**src/rtl/dct_pkg.sv**
```systemverilog
package dct_pkg;

  localparam int unsigned DATA_W = 16;
  localparam int unsigned ADDR_W = 3;

  typedef enum logic [1:0] {
    MODE_PWM     = 2'b00,
    MODE_DUALCAP = 2'b01,
    MODE_DUALTMR = 2'b10,
    MODE_CAPTMR  = 2'b11
  } mode_e;

  typedef enum logic [ADDR_W-1:0] {
    SEL_CNT1 = 3'd0,
    SEL_CNT2 = 3'd1,
    SEL_CAPA = 3'd2,
    SEL_CAPB = 3'd3,
    SEL_CTRL = 3'd4
  } sel_e;

  typedef struct packed {
    logic  en_b;
    logic  en_a;
    logic  pol_b;
    logic  pol_a;
    mode_e mode;
  } ctrl_t;

  localparam int unsigned CTRL_W = $bits(ctrl_t);

endpackage

```
**src/rtl/dct_pin_sync.sv**
```systemverilog
module dct_pin_sync #(
  parameter int unsigned SYNC_STAGES = 2
) (
  input  logic clk,
  input  logic rst_n,
  input  logic pin,
  input  logic pol_rise,
  input  logic pin_en,
  input  logic active,
  output logic evt
);

  localparam int unsigned CHAIN_W = SYNC_STAGES + 1;

  logic [CHAIN_W-1:0] chain_q;
  logic [CHAIN_W-1:0] chain_d;
  logic               rise;
  logic               fall;

  always_comb begin
    chain_d = {chain_q[CHAIN_W-2:0], pin};
  end

  always_ff @(posedge clk or negedge rst_n) begin
    if (!rst_n) begin
      chain_q <= '0;
    end else begin
      chain_q <= chain_d;
    end
  end

  always_comb begin
    rise = chain_q[SYNC_STAGES-1] & ~chain_q[SYNC_STAGES];
    fall = ~chain_q[SYNC_STAGES-1] & chain_q[SYNC_STAGES];
    evt  = active & pin_en & (pol_rise ? rise : fall);
  end

endmodule

```
**src/rtl/dct_counter.sv**
```systemverilog
module dct_counter #(
  parameter int unsigned W = 16
) (
  input  logic         clk,
  input  logic         wr_en,
  input  logic [W-1:0] wr_data,
  input  logic         preset,
  input  logic         step,
  output logic [W-1:0] q
);

  logic [W-1:0] q_d;
  logic         load;

  always_comb begin
    load = wr_en | preset | step;
    if (wr_en) begin
      q_d = wr_data;
    end else if (preset) begin
      q_d = '1;
    end else begin
      q_d = q - {{(W-1){1'b0}}, 1'b1};
    end
  end

  always_ff @(posedge clk) begin
    if (load) begin
      q <= q_d;
    end
  end

endmodule

```
**src/rtl/dct_capture_reg.sv**
```systemverilog
module dct_capture_reg #(
  parameter int unsigned W = 16
) (
  input  logic         clk,
  input  logic         cap_en,
  input  logic [W-1:0] cap_data,
  input  logic         wr_en,
  input  logic [W-1:0] wr_data,
  output logic [W-1:0] q
);

  logic [W-1:0] q_d;
  logic         load;

  always_comb begin
    load = cap_en | wr_en;
    q_d  = cap_en ? cap_data : wr_data;
  end

  always_ff @(posedge clk) begin
    if (load) begin
      q <= q_d;
    end
  end

endmodule

```
**src/rtl/dual_capture_timer.sv**
```systemverilog
module dual_capture_timer
  import dct_pkg::*;
#(
  parameter int unsigned W           = DATA_W,
  parameter int unsigned SYNC_STAGES = 2
) (
  input  logic              clk,
  input  logic              rst_n,
  input  logic              cnt1_tick,
  input  logic              cnt2_tick,
  input  logic              pin_a,
  input  logic              pin_b,
  input  logic              bus_wr,
  input  logic [ADDR_W-1:0] bus_addr,
  input  logic [W-1:0]      bus_wdata,
  output logic [W-1:0]      bus_rdata,
  output logic              cap_flag
);

  localparam int unsigned PAD_W = W - CTRL_W;

  // reset: asserted asynchronously, released on the clock
  logic [1:0] rst_pipe_q;
  logic       rst_q_n;

  always_ff @(posedge clk or negedge rst_n) begin
    if (!rst_n) begin
      rst_pipe_q <= 2'b00;
    end else begin
      rst_pipe_q <= {rst_pipe_q[0], 1'b1};
    end
  end

  assign rst_q_n = rst_pipe_q[1];

  // register decode
  logic wr_cnt1, wr_cnt2, wr_capa, wr_capb, wr_ctrl;

  always_comb begin
    wr_cnt1 = bus_wr && (bus_addr == SEL_CNT1);
    wr_cnt2 = bus_wr && (bus_addr == SEL_CNT2);
    wr_capa = bus_wr && (bus_addr == SEL_CAPA);
    wr_capb = bus_wr && (bus_addr == SEL_CAPB);
    wr_ctrl = bus_wr && (bus_addr == SEL_CTRL);
  end

  // control register
  ctrl_t ctrl_q;
  ctrl_t ctrl_d;
  logic  mode_dc;

  always_comb begin
    ctrl_d = ctrl_t'(bus_wdata[CTRL_W-1:0]);
  end

  always_ff @(posedge clk or negedge rst_q_n) begin
    if (!rst_q_n) begin
      ctrl_q <= '0;
    end else if (wr_ctrl) begin
      ctrl_q <= ctrl_d;
    end
  end

  assign mode_dc = (ctrl_q.mode == MODE_DUALCAP);

  // pin event detection
  logic preset_evt;
  logic cap_evt;

  dct_pin_sync #(.SYNC_STAGES(SYNC_STAGES)) u_sync_a (
    .clk      (clk),
    .rst_n    (rst_q_n),
    .pin      (pin_a),
    .pol_rise (ctrl_q.pol_a),
    .pin_en   (ctrl_q.en_a),
    .active   (mode_dc),
    .evt      (preset_evt)
  );

  dct_pin_sync #(.SYNC_STAGES(SYNC_STAGES)) u_sync_b (
    .clk      (clk),
    .rst_n    (rst_q_n),
    .pin      (pin_b),
    .pol_rise (ctrl_q.pol_b),
    .pin_en   (ctrl_q.en_b),
    .active   (mode_dc),
    .evt      (cap_evt)
  );

  // counters
  logic [W-1:0] cnt1_q, cnt2_q;

  dct_counter #(.W(W)) u_cnt1 (
    .clk     (clk),
    .wr_en   (wr_cnt1),
    .wr_data (bus_wdata),
    .preset  (preset_evt),
    .step    (cnt1_tick & mode_dc),
    .q       (cnt1_q)
  );

  dct_counter #(.W(W)) u_cnt2 (
    .clk     (clk),
    .wr_en   (wr_cnt2),
    .wr_data (bus_wdata),
    .preset  (1'b0),
    .step    (cnt2_tick & mode_dc),
    .q       (cnt2_q)
  );

  // capture registers
  logic [W-1:0] capa_q, capb_q;

  dct_capture_reg #(.W(W)) u_capa (
    .clk      (clk),
    .cap_en   (cap_evt),
    .cap_data (cnt1_q),
    .wr_en    (wr_capa),
    .wr_data  (bus_wdata),
    .q        (capa_q)
  );

  dct_capture_reg #(.W(W)) u_capb (
    .clk      (clk),
    .cap_en   (cap_evt),
    .cap_data (cnt2_q),
    .wr_en    (wr_capb),
    .wr_data  (bus_wdata),
    .q        (capb_q)
  );

  // capture flag
  logic flag_q;
  logic flag_d;

  always_comb begin
    flag_d = cap_evt;
  end

  always_ff @(posedge clk or negedge rst_q_n) begin
    if (!rst_q_n) begin
      flag_q <= 1'b0;
    end else begin
      flag_q <= flag_d;
    end
  end

  assign cap_flag = flag_q;

  // read mux
  always_comb begin
    case (bus_addr)
      SEL_CNT1: bus_rdata = cnt1_q;
      SEL_CNT2: bus_rdata = cnt2_q;
      SEL_CAPA: bus_rdata = capa_q;
      SEL_CAPB: bus_rdata = capb_q;
      SEL_CTRL: bus_rdata = {{PAD_W{1'b0}}, ctrl_q};
      default:  bus_rdata = '0;
    endcase
  end

endmodule

```
**config.mk**
```make
export PLATFORM = sky130hd
export DESIGN_NAME = dual_capture_timer
export DESIGN_NICKNAME = d
export VERILOG_FILES = /design/src/rtl/dct_pkg.sv /design/src/rtl/dct_pin_sync.sv /design/src/rtl/dct_counter.sv /design/src/rtl/dct_capture_reg.sv /design/src/rtl/dual_capture_timer.sv
export SDC_FILE = /design/constraint.sdc
export NUM_CORES = 1
export LEC_CHECK = 0
export BUFFER_PORTS_ARGS = -buffer_cell sky130_fd_sc_hd__buf_2
export CAP_MARGIN = 0
export CORE_ASPECT_RATIO = 0.7
export CORE_MARGIN = 3
export CORE_UTILIZATION = 35
export CTS_BUF_LIST = sky130_fd_sc_hd__clkbuf_16
export DETAILED_ROUTE_END_ITERATION = 10
export PLACE_DENSITY = 0.6
export SLEW_MARGIN = 20
export SYNTH_ARGS = -nofsm -noshare
export SYNTH_HDL_FRONTEND = slang
export SYNTH_SLANG_ARGS = --single-unit
```
**constraint.sdc**
```tcl
create_clock -name clk -period 3.4 [get_ports clk]
set_clock_uncertainty 0.1 [all_clocks]
set_input_delay 0.51 -clock clk [delete_from_list [all_inputs] [get_ports clk]]
set_output_delay 0.51 -clock clk [all_outputs]
set_load 0.02 [all_outputs]
```
==> results.toml, run 1 <==
[route]
via_count = 3044
vias_per_cell = 5.514
drc = 0
drt-pass1-iter-count = 5
postRouteAntennaNets = 0
wl_per_cell_um = 19.48
wirelength_um = 10750
drt-initial-drc-count = 373

[timing]
maxSlewHeadroom_pct = 51.84
clock.fmax_mhz = 390.2
tightest_slew_ns = 0.7207
timing.hold.ws_ns = 0.1086
rsz0062_at_grt = "no"
period_minus_slack_ns = 2.563
fin_crit_sh_pct = 75.37
hold_violations = 0
setup_viol = 0
slew_violations = 0
final.setup.tns_ns = 0

[final_layout]
n_antenna_cell = 0
nets = 418
final_util_pct = 42.12
layout-drive-gt1-share_pct = 30.38
syn2layout_area_growth_pct = 16.13
nFillCells = 1155
final_cells = 552

[synthesis]
synth_area_leaders = "edfxtp_1, mux2_2, dfrtp_1"
synth_top_cell_by_area = "edfxtp_1"
postSynthCellCount = 352
ys_seq_elements = 79
synth_most_common_cell = "edfxtp_1"
synth.top_cell.area_share_pct = 44.87
synth_edf_count = 64
yosys_warnings = 0
synth_area_sq_mm = 0.004283
yosysUniqueCellTypes = 45
syn-num-nets = 380
async_flop_share_pct = 18.99
yosysSeqAreaShare_pct = 53.64
synth.avg_cell_area_sq_um = 12.17
synthTopCellsByCount = "edfxtp_1, mux2_2, nor2_1, nand2_1, clkbuf_1"
synthFlopType = "edfxtp_1"

[clocking]
post_cts.repair.setup_buffers = 0
clockBufferDepth = 2
clock_latency_ns = 0.33
cts.sinks = 79
cts_root_buf = "clkbuf_16"
cts_tree = "built"
clkTransAtPathRegs_ns = 0.06
cts_buffers = 9
cts.htree.levels = 3

[place]
placed_cells = 535
hpwl_um = 7572
port_buffers = 42
gp_congestion = 0.8383

[grt]
met3_usage_pct = 4.316
grt-busiest-layer = "met2"
grt_pass1_wl_um = 17080
antenna_found_initial = 0
grt_max_degree = 26
grt.total_usage_pct = 16.26
globalRouteMet2Util_pct = 24.10
grt_pass1_vias = 2947
grt_use_met1_pct = 23.65
grt-ovfl-total = 0

[pwr]
internal-power_mw = 1.972
combPwrFrac_pct = 14.4
pwr-share-seq_pct = 47.8
switching_share_pct = 25.34
clock_power_share_pct = 37.8
irDropWorstVdd_mv = 0.2353
power.leakage_nw = 1.749
netSwitchingPower_mw = 0.6693
powerDensity_mw_per_mm2 = 531.0

[floorplanning]
die_w_um = 138.2
num_rows = 33
initial_core_util_pct = 36.27
die_height_um = 98.55
ioPinCount = 43
die-area_sq_mm = 0.01362
core_sq_mm = 0.01181

[critical_path]
critical_path_peak_fanout = 25
arrival_ns = 1.95
critPathKind = "primary input to output port"
r2r_setup_slack_ns = 0.87
worstSetupStartpointType = "primary input"
r2r-end = "u_cnt2.q[15]"
reg2reg_depth = 4
required_ns = 2.79
end_kind = "output port"
startpoint = "bus_addr[0]"
rr_startpoint = "u_cnt2.q[9]"

[hold_path]
hold_path.class = "flop to asynchronous set/reset pin"

[run_status]
status = "finished clean"

[job]
cap_violations = 0
-- power groups by stage --
stage | Sequential (mW) | Combinational, mW | Clock, mW
floorplan | 1.24 | 0.275 | 0
global placement | 1.28 | 0.368 | 0
detailed placement | 1.28 | 0.375 | 0
CTS | 1.26 | 0.380 | 1.01
global route | 1.28 | 0.418 | 1.07
finish | 1.26 | 0.379 | 0.998
-- per-stage QoR --
step | worst slack, ns | area [sq um] | power (mW)
after floorplan | 0.5954 | 4283 | 1.513
after global placement | 0.8259 | 4657 | 1.646
after detailed placement | 0.8067 | 4657 | 1.655
after CTS | 0.8035 | 4974 | 2.655
after global routing | 0.7328 | 4974 | 2.761
final | 0.8374 | 4974 | 2.641
-- kinds of logic after synthesis --
logic type / synth area share [%]
mux: 16.80
other cells: 0.08756
simple gates: 13.38
xor+xnor: 4.295
flops: 53.64
compound gates: 8.618
fa+ha+maj: 0.5842
buf+inv: 2.600
-- cells in the final DEF (no fill, tap or decap), drive strengths merged, types with 10 or more instances in the layout --
| cell type | count |
|---|---|
| a21oi | 11 |
| a22oi | 10 |
| a31oi | 12 |
| and2 | 11 |
| buf | 50 |
| dfrtp | 15 |
| edfxtp | 64 |
| mux2 | 43 |
| mux4 | 10 |
| nand2 | 21 |
| nor2 | 31 |
| o21ai | 11 |
| xnor2 | 12 |
-- worst max-delay path by stage --
stage / end
floorplan: u_capa.q[0]
global placement: bus_rdata[15]
detailed placement: bus_rdata[15]
CTS: bus_rdata[15]
global route: bus_rdata[4]
finish: bus_rdata[5]
-- layout make-up --
| cell class | instances | area (sq um) | area share, % |
|---|---|---|---|
| Sequential cell | 79 | 2297 | 46.19 |
| Multi-Input combinational cell | 244 | 1874 | 37.69 |
| Timing Repair Buffer | 51 | 280.3 | 5.635 |
| Clock buffer | 9 | 225.2 | 4.528 |
| Tap cell | 157 | 196.4 | 3.950 |
| Clock inverter | 7 | 81.33 | 1.635 |
| Inverter | 5 | 18.77 | 0.3774 |
-- worst max-delay path, stage by stage --
cell,delay [ns]
buf_2,0.50
mux2_2,0.43
a22oi_1,0.21
o22ai_1,0.12
buf_2,0.18
-- flip-flops by register name (all words and copies together) (netlist names) --
signal and cells:
u_capb.q 16, ctrl_q 6, u_sync_a.chain_q 3, u_capa.q 16, cap_flag 1, u_cnt2.q 16, u_cnt1.q 16, rst_pipe_q 2
u_sync_b.chain_q 3
-- timing repair --
action	in CTS	in global routing
hold buffers	1	0
resized for setup	0	0
endpoints found under the hold margin	2	0
-- routing by layer --
metal  wire length, um  share of wire, %
met1              5095                47
met3               791               7.4
met5                 0                 0
met2              4739                44
met4               129               1.2
Power figures use the tool's default switching activity.
==> run 2: changes to the inputs <==
--- a/config.mk
+++ b/config.mk
@@ -12,7 +12,7 @@
 export CORE_UTILIZATION = 35
 export CTS_BUF_LIST = sky130_fd_sc_hd__clkbuf_16
 export DETAILED_ROUTE_END_ITERATION = 10
-export PLACE_DENSITY = 0.6
+export PLACE_DENSITY = 0.62
 export SLEW_MARGIN = 20
 export SYNTH_ARGS = -nofsm -noshare
 export SYNTH_HDL_FRONTEND = slang
==> constraint.sdc (replaced) <==
create_clock -name clk -period 2.1 [get_ports clk]
set_clock_uncertainty 0.1 [all_clocks]
set_input_delay 0.315 -clock clk [delete_from_list [all_inputs] [get_ports clk]]
set_output_delay 0.315 -clock clk [all_outputs]
set_load 0.02 [all_outputs]
==> run 2 against run 1 <==
Net effect:
- the run now ends with negative setup slack left
- first-iteration DRC count decreased by 4.6%
- combinational power rose by 130%
- critical path type is now flop to flop
- global-route usage rose by 0.51 points
- hold slack gained 0.0075 ns
- critical path depth fell by 1
- routed wire length increased by 5.4%
- core utilization increased by 4.9 points
- sequential power is 59% higher
- largest cell class unchanged
- highest routed layer unchanged
- count of clock-buffer cells in the layout unchanged
- critical endpoint is now u_cnt2.q[15]
==> results.toml, run 2 (synthesis results as in run 1) <==
[run_status]
status = "finished with violations"
violations = "negative setup slack"

[timing]
timing.hold.ws_ns = 0.1161
setup_viol = 3
fin_ws_ns = -0.1262
hold_violations = 0
rsz0062_at_grt = "yes"
fin_crit_sh_pct = 106.0
slew_violations = 0
tightest_slew_ns = 0.5291
period_minus_slack_ns = 2.226
clock.fmax_mhz = 449.2
maxSlewHeadroom_pct = 64.73

[critical_path]
r2r-end = "u_cnt2.q[15]"
critical_path.endpoint = "u_cnt2.q[15]"
end_kind = "flop"
reg2reg_depth = 4
required_ns = 2.20
arrival_ns = 2.32
critical_path_peak_fanout = 3
critPathKind = "flop to flop"
startpoint = "u_cnt2.q[0]"
r2r_setup_slack_ns = -0.13
worstSetupStartpointType = "flop"
rr_startpoint = "u_cnt2.q[0]"

[pwr]
p_total_mw = 4.364
irDropWorstVdd_mv = 0.4272
powerDensity_mw_per_mm2 = 786.3
power.leakage_nw = 2.049

[place]
hpwl_um = 8048
place_ws_ns = -0.1622
gp_congestion = 0.8545
port_buffers = 42
placed_cells = 579

[final_layout]
final_util_pct = 47.00
nets = 472
nFillCells = 1091
final_cells = 606
syn2layout_area_growth_pct = 29.59
n_antenna_cell = 0
seqCellArea_sq_mm = 0.002297
final_common_cell = "edfxtp_1"
layout-drive-gt1-share_pct = 41.65
multiInputGateArea_sq_mm = 0.001958
final_cell_mix = "edfxtp_1, buf_4, mux2_2"

[floorplanning]
die-area_sq_mm = 0.01362
ioPinCount = 43
initial_core_util_pct = 36.27
num_rows = 33
core_sq_mm = 0.01181
die_w_um = 138.2
die_height_um = 98.55

[clocking]
cts.sinks = 79
cts_root_buf = "clkbuf_16"
clock_latency_ns = 0.33
cts_tree = "built"
clkTransAtPathRegs_ns = 0.06
clockBufferDepth = 2
cts_buffers = 9
cts.htree.levels = 3

[route]
drt-initial-drc-count = 356
drt-pass1-iter-count = 4
vias_per_cell = 5.383
wirelength_um = 11340
postRouteAntennaNets = 0
wl_per_cell_um = 18.71
drc = 0
via_count = 3262

[grt]
grt_max_degree = 36
grt-ovfl-total = 0
grt_pass1_wl_um = 17980
grt_pass1_vias = 3096
antenna_found_initial = 0
grt.total_usage_pct = 16.77

[hold_path]
hold_path.class = "flop to asynchronous set/reset pin"

[job]
cap_violations = 0
==> run 2: final cells by class <==
class / instances / share of cell area (%)
Sequential cell: 79 / 41.39
Multi-Input combinational cell: 244 / 35.28
Tap cell: 157 / 3.539
Clock inverter: 7 / 1.060
Timing Repair Buffer: 105 / 14.34
Inverter: 5 / 0.3381
Clock buffer: 9 / 4.058
==> run 2: power by group <==
part           internal (mW)  total (mW)  switching (mW)
clock                  0.903        1.50           0.601
combinational          0.433       0.862           0.429
sequential              1.89        2.00           0.112
==> run 2: how the worst min path moves through the flow <==
stage / from / endpoint / slack, ns / cells past startpoint
finish: rst_pipe_q[1] / u_sync_b.chain_q[1] / 0.12 / 0
global route: rst_pipe_q[1] / u_sync_b.chain_q[2] / 0.16 / 0
CTS: rst_pipe_q[1] / u_sync_b.chain_q[2] / 0.14 / 0
detailed placement: rst_n / rst_pipe_q[1] / 0.001 / 1
global placement: rst_n / rst_pipe_q[1] / -0.0004 / 1
floorplan: rst_n / rst_pipe_q[0] / -0.08 / 0
==> run 2: worst max-delay path, cell delays in order, from the launching register on <==
cell	delay, ns
edfxtp_1	0.40
or4_4	0.53
or4_4	0.49
or4b_1	0.48
nand3_1	0.09
==> run 2: stage by stage <==
stage | area (sq um) | TNS [ns]
2_1_floorplan | 4317 | -0.3145
3_3_place_gp | 5060 | -0.1618
3_5_place_dp | 5060 | -0.2493
4_1_cts | 5404 | -0.3213
5_1_grt | 5550 | -0.6440
6_report | 5550 | -0.2527
==> run 2: what timing repair did <==
action                                 CTS  global route
hold buffers                             3             0
setup buffers                            3             7
setup endpoints to repair                5            16
gates resized for setup                  2            32
endpoints found under the hold margin    4             0
pin swaps                                4             4
==> run 2: metal layers <==
metal,GRT usage (%),up-vias,wire length [um],part of all wire (%)
met4,5.163,0,135,1.2
met5,0,-,0,0
met3,2.861,10,535,4.7
met1,25.95,1641,5727,51
met2,23.95,86,4943,44
li1,-,1525,-,-
==> run 3: changes to the inputs <==
--- a/config.mk
+++ b/config.mk
@@ -5,7 +5,7 @@
 export SDC_FILE = /design/constraint.sdc
 export NUM_CORES = 1
 export LEC_CHECK = 0
-export BUFFER_PORTS_ARGS = -buffer_cell sky130_fd_sc_hd__buf_2
+export BUFFER_PORTS_ARGS = -buffer_cell sky130_fd_sc_hd__buf_4
 export CAP_MARGIN = 0
 export CORE_ASPECT_RATIO = 0.7
 export CORE_MARGIN = 3
@@ -16,4 +16,5 @@
 export SLEW_MARGIN = 20
 export SYNTH_ARGS = -nofsm -noshare
 export SYNTH_HDL_FRONTEND = slang
+export SYNTH_HIERARCHICAL = 1
 export SYNTH_SLANG_ARGS = --single-unit
==> run 3 against run 2 <==
Net effect:
- the flow now finishes without violations
- maximum frequency grew 8.1%
- area after synthesis is 9.3% higher
- flip-flop and latch count stayed put
- die area is 8.8% higher
- via count is essentially flat
- routed wire length increased by 5.3%
- sequential power about the same
==> results.toml, run 3 <==
[run_status]
status = "finished clean"

[clocking]
clockBufferDepth = 2
cts.htree.levels = 3
cts.sinks = 79
cts_buffers = 9
clkTransAtPathRegs_ns = 0.07
cts_tree = "built"
clock_latency_ns = 0.34
cts_root_buf = "clkbuf_16"

[route]
postRouteAntennaNets = 0
drt-pass1-iter-count = 5
drt-initial-drc-count = 275
wirelength_um = 11940
wl_per_cell_um = 19.28
vias_per_cell = 5.273
drc = 0
via_count = 3264

[place]
dpl-instance-area_sq_mm = 0.005381
placed_cells = 579
hpwl_um = 8452
place_ws_ns = -0.03599
port_buffers = 42
gp_congestion = 0.8474

[synthesis]
synthTopCellsByCount = "edfxtp_1, nor2b_1, a21oi_1, mux2_4, mux2_2"
yosysUniqueCellTypes = 47
synth_edf_count = 64
synth.avg_cell_area_sq_um = 13.23
postSynthCellCount = 354
synth.top_cell.area_share_pct = 41.04
async_flop_share_pct = 18.99
synth_area_leaders = "edfxtp_1, dfrtp_1, mux2_4"
synth_most_common_cell = "edfxtp_1"
yosysSeqAreaShare_pct = 49.05
synth_top_cell_by_area = "edfxtp_1"
ys_seq_elements = 79
yosys_warnings = 6
synth_area_sq_mm = 0.004683
synthFlopType = "edfxtp_1"

[timing]
fin_crit_sh_pct = 98.06
clock.fmax_mhz = 485.6
final.setup.tns_ns = 0
period_minus_slack_ns = 2.059
fin_ws_ns = 0.04072
slew_violations = 0
hold_violations = 0
setup_viol = 0
tightest_slew_ns = 0.9353
maxSlewHeadroom_pct = 37.42
timing.hold.ws_ns = 0.1081

[final_layout]
n_antenna_cell = 0
syn2layout_area_growth_pct = 25.86
design_area_sq_mm = 0.005894
final_cell_mix = "buf_4, edfxtp_1, nor2b_1"
layout-drive-gt1-share_pct = 41.14
final_cells = 619
nets = 480
final_common_cell = "buf_4"
final_util_pct = 46.19

[pwr]
power.leakage_nw = 2.206
irDropWorstVdd_mv = 0.4262
p_total_mw = 4.445
powerDensity_mw_per_mm2 = 754.1

[grt]
grt.total_usage_pct = 16.75
grt-ovfl-total = 0
grt_pass1_vias = 3252
grt_max_degree = 29
antenna_found_initial = 0
grt_pass1_wl_um = 18610

[critical_path]
path_buf_inv = 2
cpMostUsedCell = "buf_4"
required_ns = 1.68
path_delay_family = "multiplexers"
end_kind = "output port"
worstPathCellList = "buf_4 > mux4_2 > nor2b_4 > buf_4"
critical_path.endpoint = "bus_rdata[8]"
critical_path_peak_fanout = 3
worstSetupStartpointType = "flop"
r2r-end = "u_capb/q[14]"
cp_num_cells = 4
crit_slowest_cell = "mux4_2"
reg2reg_depth = 4
arrival_ns = 1.64
startpoint = "u_cnt2/q[8]"
r2r_setup_slack_ns = 0.07
critPathKind = "flop to output port"
max_stage_delay_ns = 0.46
rr_startpoint = "u_sync_b/chain_q[1]"

[floorplanning]
ioPinCount = 43
initial_core_util_pct = 36.70
core_sq_mm = 0.01276
die_height_um = 102.8
die-area_sq_mm = 0.01483
num_rows = 34
die_w_um = 144.3

[hold_path]
hold_path.class = "flop to asynchronous set/reset pin"

[job]
cap_violations = 0
run 3: what timing repair did:
item | CTS | global route
endpoints found under the hold margin | 4 | 0
hold buffers | 3 | 0
resized for setup | 3 | 7
pin swaps | 0 | 0
buffers inserted | 9 | 14
setup endpoints to repair | 8 | 11
run 3: report_power, final:
group	internal, mW	switching (mW)
registers	1.87	0.110
logic	0.448	0.411
clock network	0.933	0.677
run 3: area by class of cell:
cell class | instances | area, sq um
fill | 1131 | 6868
sequential | 79 | 2297
multi-input combinational | 245 | 2225
timing repair buffer | 103 | 813.3
clock buffer | 9 | 225.2
tap | 162 | 202.7
clock inverter | 7 | 78.83
inverter | 14 | 52.55
run 3: cell families after synthesis:
logic type / count (synthesis) / synth area share (%)
AO/OA/AOI/OAI: 62 / 8.443
XOR/XNOR: 18 / 3.366
adder cells (fa/ha/maj): 2 / 0.5342
buffers and inverters: 33 / 4.461
flip-flops: 79 / 49.05
multiplexers: 54 / 17.95
other: 2 / 0.1604
AND/OR/NAND/NOR: 104 / 16.03
run 3: how the worst min path moves through the flow:
stage	slack (ns)	end	from
2_1_floorplan	-0.08	rst_pipe_q[0]	rst_n
3_3_place_gp	-0.003	rst_pipe_q[1]	rst_n
3_5_place_dp	-0.001	rst_pipe_q[1]	rst_n
4_1_cts	0.12	u_sync_a/chain_q[0]	rst_pipe_q[1]
5_1_grt	0.16	u_sync_a/chain_q[0]	rst_pipe_q[1]
6_report	0.11	u_sync_a/chain_q[0]	rst_pipe_q[1]
run 3: worst reg2reg max path: stages, from the launching register on:
cell	delay, ns
dfrtp_1	0.40
or3b_1	0.42
a21oi_4	0.25
buf_12	0.24
mux2_2	0.37
run 3: routing by layer:
layer	global-route usage, %	vias to the layer above	wire (um)
met5	0	-	0
met4	4.659	0	140
met3	3.477	13	736
met2	24.09	72	5297
met1	25.54	1640	5762
li1	-	1539	-
